**config.mk**
```make
export PLATFORM = sky130hd
export DESIGN_NAME = ebuf_release_ctrl
export DESIGN_NICKNAME = d
export VERILOG_FILES = /design/src/rtl/ebr_pkg.sv /design/src/rtl/ebr_cfg_check.sv /design/src/rtl/ebr_frame_ctr.sv /design/src/rtl/ebr_lane_gate.sv /design/src/rtl/ebuf_release_ctrl.sv
export SDC_FILE = /design/constraint.sdc
export NUM_CORES = 1
export LEC_CHECK = 0
export ABC_AREA = 1
export BUFFER_PORTS_ARGS = -buffer_cell sky130_fd_sc_hd__buf_4
export CAP_MARGIN = 15
export CELL_PAD_IN_SITES_DETAIL_PLACEMENT = 0
export CELL_PAD_IN_SITES_GLOBAL_PLACEMENT = 1
export CORE_AREA = 2 2 93 59
export DETAILED_ROUTE_END_ITERATION = 10
export DIE_AREA = 0 0 95 61
export PLACE_DENSITY_LB_ADDON = 0.1
export SLEW_MARGIN = 10
export SYNTH_ARGS = -nofsm -noshare
export SYNTH_HDL_FRONTEND = slang
export SYNTH_SLANG_ARGS = --single-unit
```
**constraint.sdc**
```tcl
create_clock -name clk -period 1.88 [get_ports clk]
set_clock_uncertainty 0.15 [all_clocks]
set_input_delay 0.094 -clock clk [delete_from_list [all_inputs] [get_ports clk]]
set_output_delay 0.094 -clock clk [all_outputs]
set_load 0.1 [all_outputs]
```
**src/rtl/ebr_pkg.sv**
```systemverilog
package ebr_pkg;
    typedef enum logic [1:0] {
        ST_UNARMED  = 2'd0,
        ST_ARMED    = 2'd1,
        ST_RELEASED = 2'd2
    } ebr_state_e;
endpackage

```
**src/rtl/ebr_cfg_check.sv**
```systemverilog
module ebr_cfg_check #(
    parameter int CFG_W = 5
) (
    input  logic             clk,
    input  logic             rst_n,
    input  logic [CFG_W-1:0] cfg_k,
    input  logic [CFG_W-1:0] cfg_rbd,
    output logic [CFG_W-1:0] target_idx,
    output logic             cfg_err
);
    logic             bad_rbd;
    logic [CFG_W-1:0] eff_rbd;

    always_comb begin
        bad_rbd    = (cfg_rbd == '0) || (cfg_rbd > cfg_k);
        eff_rbd    = bad_rbd ? cfg_k : cfg_rbd;
        // an offset of K lands on the multiframe edge, which is index 0
        target_idx = (eff_rbd == cfg_k) ? '0 : eff_rbd;
    end

    always_ff @(posedge clk or negedge rst_n) begin
        if (!rst_n) cfg_err <= 1'b0;
        else        cfg_err <= bad_rbd;
    end

    // the index used for release never lies outside the multiframe
    assert_target_in_range_R8: assert property (@(posedge clk) disable iff (!rst_n)
        (cfg_k != '0) |-> (target_idx < cfg_k));
endmodule

```
**src/rtl/ebr_frame_ctr.sv**
```systemverilog
module ebr_frame_ctr #(
    parameter int CFG_W = 5
) (
    input  logic             clk,
    input  logic             rst_n,
    input  logic             frame_strobe,
    input  logic             lmfc_edge,
    input  logic [CFG_W-1:0] target_idx,
    output logic             rel_point
);
    logic [CFG_W-1:0] idx_q;
    logic [CFG_W-1:0] idx_now;

    always_comb begin
        idx_now   = lmfc_edge ? '0 : idx_q + 1'b1;
        rel_point = frame_strobe && (idx_now == target_idx);
    end

    always_ff @(posedge clk or negedge rst_n) begin
        if (!rst_n)            idx_q <= '0;
        else if (frame_strobe) idx_q <= idx_now;
    end

    // the multiframe boundary always coincides with a frame start
    assert_lmfc_on_frame_R3: assert property (@(posedge clk) disable iff (!rst_n)
        lmfc_edge |-> frame_strobe);
endmodule

```
**src/rtl/ebr_lane_gate.sv**
```systemverilog
module ebr_lane_gate #(
    parameter int NUM_LANES = 4
) (
    input  logic                 clk,
    input  logic                 rst_n,
    input  logic [NUM_LANES-1:0] lane_arrived,
    output logic                 all_arrived
);
    logic [NUM_LANES-1:0] seen_q;
    logic [NUM_LANES-1:0] present;

    for (genvar g = 0; g < NUM_LANES; g++) begin : g_lane
        always_ff @(posedge clk or negedge rst_n) begin
            if (!rst_n)               seen_q[g] <= 1'b0;
            else if (lane_arrived[g]) seen_q[g] <= 1'b1;
        end
        assign present[g] = seen_q[g] | lane_arrived[g];
    end

    assign all_arrived = &present;

    // once every lane is present, none drops out again
    assert_arrival_kept_R6: assert property (@(posedge clk) disable iff (!rst_n)
        all_arrived |=> all_arrived);
endmodule

```
**src/rtl/ebuf_release_ctrl.sv**
```systemverilog
module ebuf_release_ctrl
    import ebr_pkg::*;
#(
    parameter int NUM_LANES = 4,
    parameter int CFG_W     = 5
) (
    input  logic                 clk,
    input  logic                 rst_n,
    input  logic [NUM_LANES-1:0] lane_arrived,
    input  logic                 frame_strobe,
    input  logic                 lmfc_edge,
    input  logic [CFG_W-1:0]     cfg_k,
    input  logic [CFG_W-1:0]     cfg_rbd,
    output logic                 release_pulse,
    output logic                 late_lane,
    output logic                 cfg_err
);
    logic [CFG_W-1:0] target_idx;
    logic             rel_point;
    logic             all_arrived;
    ebr_state_e       state_q, state_d;
    logic             fire, miss;

    ebr_cfg_check #(.CFG_W(CFG_W)) u_cfg (
        .clk(clk), .rst_n(rst_n), .cfg_k(cfg_k), .cfg_rbd(cfg_rbd),
        .target_idx(target_idx), .cfg_err(cfg_err)
    );

    ebr_frame_ctr #(.CFG_W(CFG_W)) u_fctr (
        .clk(clk), .rst_n(rst_n), .frame_strobe(frame_strobe),
        .lmfc_edge(lmfc_edge), .target_idx(target_idx), .rel_point(rel_point)
    );

    ebr_lane_gate #(.NUM_LANES(NUM_LANES)) u_gate (
        .clk(clk), .rst_n(rst_n), .lane_arrived(lane_arrived),
        .all_arrived(all_arrived)
    );

    always_comb begin
        state_d = state_q;
        fire    = 1'b0;
        miss    = 1'b0;
        unique case (state_q)
            ST_UNARMED:  if (lmfc_edge) state_d = ST_ARMED;
            ST_ARMED: begin
                if (rel_point) begin
                    if (all_arrived) begin
                        fire    = 1'b1;
                        state_d = ST_RELEASED;
                    end else begin
                        miss    = 1'b1;
                    end
                end
            end
            ST_RELEASED: state_d = ST_RELEASED;
            default:     state_d = ST_UNARMED;
        endcase
    end

    always_ff @(posedge clk or negedge rst_n) begin
        if (!rst_n) state_q <= ST_UNARMED;
        else        state_q <= state_d;
    end

    always_ff @(posedge clk or negedge rst_n) begin
        if (!rst_n) begin
            release_pulse <= 1'b0;
            late_lane     <= 1'b0;
        end else begin
            release_pulse <= fire;
            late_lane     <= late_lane | miss;
        end
    end

    assert_one_wide_R4: assert property (@(posedge clk) disable iff (!rst_n)
        release_pulse |=> !release_pulse);

    assert_after_all_lanes_R5: assert property (@(posedge clk) disable iff (!rst_n)
        release_pulse |-> $past(all_arrived));

    assert_on_release_point_R3: assert property (@(posedge clk) disable iff (!rst_n)
        release_pulse |-> $past(rel_point));

    assert_armed_first_R2: assert property (@(posedge clk) disable iff (!rst_n)
        release_pulse |-> $past(state_q == ST_ARMED));

    assert_no_second_R7: assert property (@(posedge clk) disable iff (!rst_n)
        (state_q == ST_RELEASED && $past(state_q == ST_RELEASED)) |-> !release_pulse);

    assert_late_sticky_R9: assert property (@(posedge clk) disable iff (!rst_n)
        late_lane |=> late_lane);
endmodule

```
==> metrics.log <==
[metrics] result of the run: finished with violations
[metrics] failing checks: negative setup slack
[metrics] htree depth: 1
[metrics] overall power: 1.260 mW
[metrics] number of synthesized register bits: 14
[metrics] RR Endpoint: state_q[0]
[metrics] CTS Root Cell: clkbuf_8
[metrics] DR DRC count: 0
[metrics] Min Clock Period, post-route: 2.076 ns
[metrics] maximum number of pins on one net before global-route repair: 15
[metrics] number of max-slew violations in the final report: 0
[metrics] beginning of the worst hold path: lmfc_edge
[metrics] cell internal power dissipation: 0.7916 mW
[metrics] max-cap check violation count: 0
[metrics] internal reg-to-reg setup slack: -0.06 ns
[metrics] Max FO, Critical Path: 7
[metrics] instance count on the critical path: 22
[metrics] Max Buffers Root-to-Sink: 2
[metrics] layout net count: 243
[metrics] Worst Hold Class: in2reg
[metrics] sum of overflow across all layers after global routing: 0
[metrics] Fin Hold WS: 0.02734 ns
[metrics] Layout area overhead: 69.04%
[metrics] relative slew slack: 77.39%
[metrics] Hold Path Stages: 4
[metrics] CTS Sinks: 14
[metrics] Post-Syn Instances: 153
[metrics] end point of the most critical hold path: u_fctr.idx_q[0]
[metrics] most area-consuming cells after synthesis: dfrtp_1 31%, nand2_1 13%, ha_1 9.8%, nand3_2 7.9%, inv_1 7.2%
[metrics] HPWL after DPL: 2.546 mm
[metrics] Boundary Pins: 21
[metrics] Achievable Freq: 481.7 MHz
[metrics] Primary FF master, synth: dfrtp_1
[metrics] largest incremental delay on the critical path: 0.26 ns
[metrics] post-placement worst setup slack: -0.5498 ns
[metrics] # diodes: 0
[metrics] Final Util: 39.21%
[metrics] Unique masters post-synth: 23
[metrics] Synthesis Warnings: 0
[metrics] clock share of power: 23.5%
[metrics] setup repair after global routing missed its margin: true
[metrics] routed length per instance: 11.35 um
[metrics] number of antenna violations at the first check in global routing: 0
[metrics] clock buffers created by TritonCTS: 3
[metrics] maximum ir drop on the vdd rail: 0.2250 mV
[metrics] vias in the first global route: 1146
[metrics] final clock period utilization by the worst path: 110.4%
[metrics] required arrival time at the worst endpoint: 1.87 ns
[metrics] core box area: 4930 um2
[metrics] post-route setup TNS: -0.6780 ns
[metrics] Antenna Nets Post-Route: 0
[metrics] Synth top cells by count: 39 x nand2_1, 22 x inv_1, 14 x dfrtp_1, 11 x nor2_1, 10 x o21ai_0
[metrics] x dimension of the die: 95 um
[metrics] most numerous cell in the Yosys netlist: nand2_1
[metrics] global-route usage over all layers: 12.70%
[metrics] crit path DAT: 2.07 ns
[metrics] power share of the combinational group: 48.0%
[metrics] global-route wire length before repair: 5.533 mm
[metrics] synthesized area divided by synthesized cell count: 7.474 um2
[metrics] buffers added on ports: 20
[metrics] crit path max-delay cell type: ha_4
[metrics] routed vias/inst: 4.224
[metrics] final-report hold violation count: 0
[metrics] switching power of the nets: 0.4682 mW
[metrics] vias after detailed routing: 1187
[metrics] worst reg-to-reg path cell count: 14
[metrics] count of endpoints failing setup in the final report: 4
[metrics] CTS tree: yes
[metrics] sum of routed wire length over all layers: 3.188 mm
[metrics] height of the chip: 61 um
[metrics] sequential cell area fraction in the yosys report: 30.63%
[metrics] critical path endpoint category: flop
[metrics] chain of cells forming the critical path: buf_12 > inv_12 > ha_4 > nand2_4 > nor2_4 > nand2_2 > nand3_4 > nand2_8 > nand2_8 > inv_6 > nand3_2 > nand2_2 > nor2_4 > nand2_4 > nand3b_1 > nand2_1 > nor2_2 > nand3_2 > nand2_2 > nand3_2 > nand2_1 > nand2_1
[metrics] Least-Margin Pin Slew: 0.3356 ns
[metrics] Syn Nets: 180
[metrics] clock insertion delay at the later pin of the skew report: 0.25 ns
[metrics] die area: 5795 um2
[metrics] first-pass detailed-route iteration total: 4
[metrics] kind of critical path: in2reg
[metrics] Pwr Density: 651.7 nW/um2
[metrics] Reg power frac: 28.5%
[metrics] switching part of the total: 37.16%
[metrics] fraction of post-synthesis cell area in the top cell type by area: 30.63%
[metrics] post-synthesis instance area: 1144 um2
[metrics] static leakage: 0.9479 nW
[metrics] Routability Congestion: 0.7924
[metrics] start of the worst register-to-register path: u_fctr.idx_q[0]
[metrics] most area-hungry cell type in the Yosys netlist: dfrtp_1
[metrics] critical path launch point type: input port
[metrics] share of final-layout standard cells stronger than drive strength 1: 46.05%
[metrics] setup slack after layout: -0.1960 ns
[metrics] initial detailed-routing violation count: 50
[metrics] site row count: 20
[metrics] number of synthesized flops with an enable pin: 0
[metrics] total buffers and inverters traversed by the critical path: 3
[metrics] CP delay by family, top: simple AND/OR/NAND/NOR gates
[metrics] starting density of the core: 23.20%
[metrics] Clk pin slew, worst setup/hold paths: 0.06 ns
[metrics] async set-reset flop share out of synthesis: 100.0%
worst reg2reg max path: stages, from the launching register on:
cell     delay (ns)
dfrtp_1        0.39
ha_1           0.22
nand2_1        0.14
o21ai_0        0.10
nand2_1        0.06
nor2_1         0.05
buf_4          0.14
nand2_1        0.06
nand2_1        0.06
nor2_2         0.09
nand3_2        0.10
nand2_2        0.10
nand3_2        0.07
nand2_1        0.07
nand2_1        0.05
cells by family after synthesis:
logic type	Yosys count	share of synthesized area, %
AO/OA/AOI/OAI	15	7.113
adder cells (fa/ha/maj)	9	9.847
buffers and inverters	23	7.768
flip-flops	14	30.63
AND/OR/NAND/NOR	92	44.64
cell type report:
type                       count  area [um2]
clock buffer                   4       55.05
fill                         512        2997
inverter                      23       116.4
multi-input combinational    118       850.8
sequential                    14       350.3
tap                           66       82.58
timing repair buffer          56       478.0
power by group through the flow:
| stage | clock network (mW) | logic (mW) | registers (mW) |
|---|---|---|---|
| floorplan | 0 | 0.308 | 0.395 |
| global placement | 0 | 0.514 | 0.361 |
| detailed placement | 0 | 0.525 | 0.364 |
| CTS | 0.307 | 0.582 | 0.359 |
| global route | 0.326 | 0.684 | 0.362 |
| finish | 0.296 | 0.605 | 0.359 |
layer usage:
layer | vias to the layer above | GRT usage, % | part of all wire, %
met4 | 0 | 1.242 | 0
met1 | 544 | 19.90 | 56
met2 | 15 | 17.73 | 40
li1 | 628 | - | -
met3 | 0 | 3.354 | 3.2
met5 | - | 0 | 0
registers in the layout, summed over array words and instances, names as in the netlist:
name,flops
late_lane,1
release_pulse,1
state_q,2
u_cfg.cfg_err,1
u_fctr.idx_q,5
u_gate.seen_q,4
stage by stage:
stage,area [um2],std cells
2_1_floorplan,1229,153
3_3_place_gp,1657,265
3_5_place_dp,1657,265
4_1_cts,1881,279
5_1_grt,1933,281
6_report,1933,281
cells in the final DEF, fill, tap and decap left out, types with 5 or more instances in the layout:
| cell type | Yosys | final |
|---|---|---|
| nand2_4 | 2 | 5 |
| dlygate4sd3_1 | 0 | 6 |
| dfrtp_1 | 14 | 14 |
| buf_4 | 0 | 43 |
| nand2_2 | 5 | 5 |
| nand3_1 | 7 | 5 |
| nand2_1 | 39 | 37 |
| o21ai_0 | 10 | 9 |
| inv_1 | 22 | 18 |
| nand4_1 | 7 | 7 |
| nor2_1 | 11 | 9 |
| nand3_2 | 9 | 10 |
| ha_1 | 9 | 5 |
what timing repair did:
| item | 4_1_cts | 5_1_grt |
|---|---|---|
| setup buffers | 2 | 2 |
| gates resized for setup | 18 | 10 |
| hold buffers | 6 | 0 |
| gates cloned | 2 | 0 |
| pin swaps | 17 | 15 |
| hold endpoints to repair | 20 | 0 |
| setup endpoints to repair | 4 | 4 |
worst max path at each step:
| stage | end | start |
|---|---|---|
| 2_1_floorplan | state_q[0] | cfg_k[2] |
| 3_3_place_gp | state_q[0] | cfg_k[2] |
| 3_5_place_dp | state_q[0] | cfg_k[2] |
| 4_1_cts | state_q[0] | cfg_k[4] |
| 5_1_grt | state_q[0] | cfg_k[2] |
| 6_report | state_q[0] | cfg_k[2] |
Note: power is estimated with default switching activity, not from simulation.
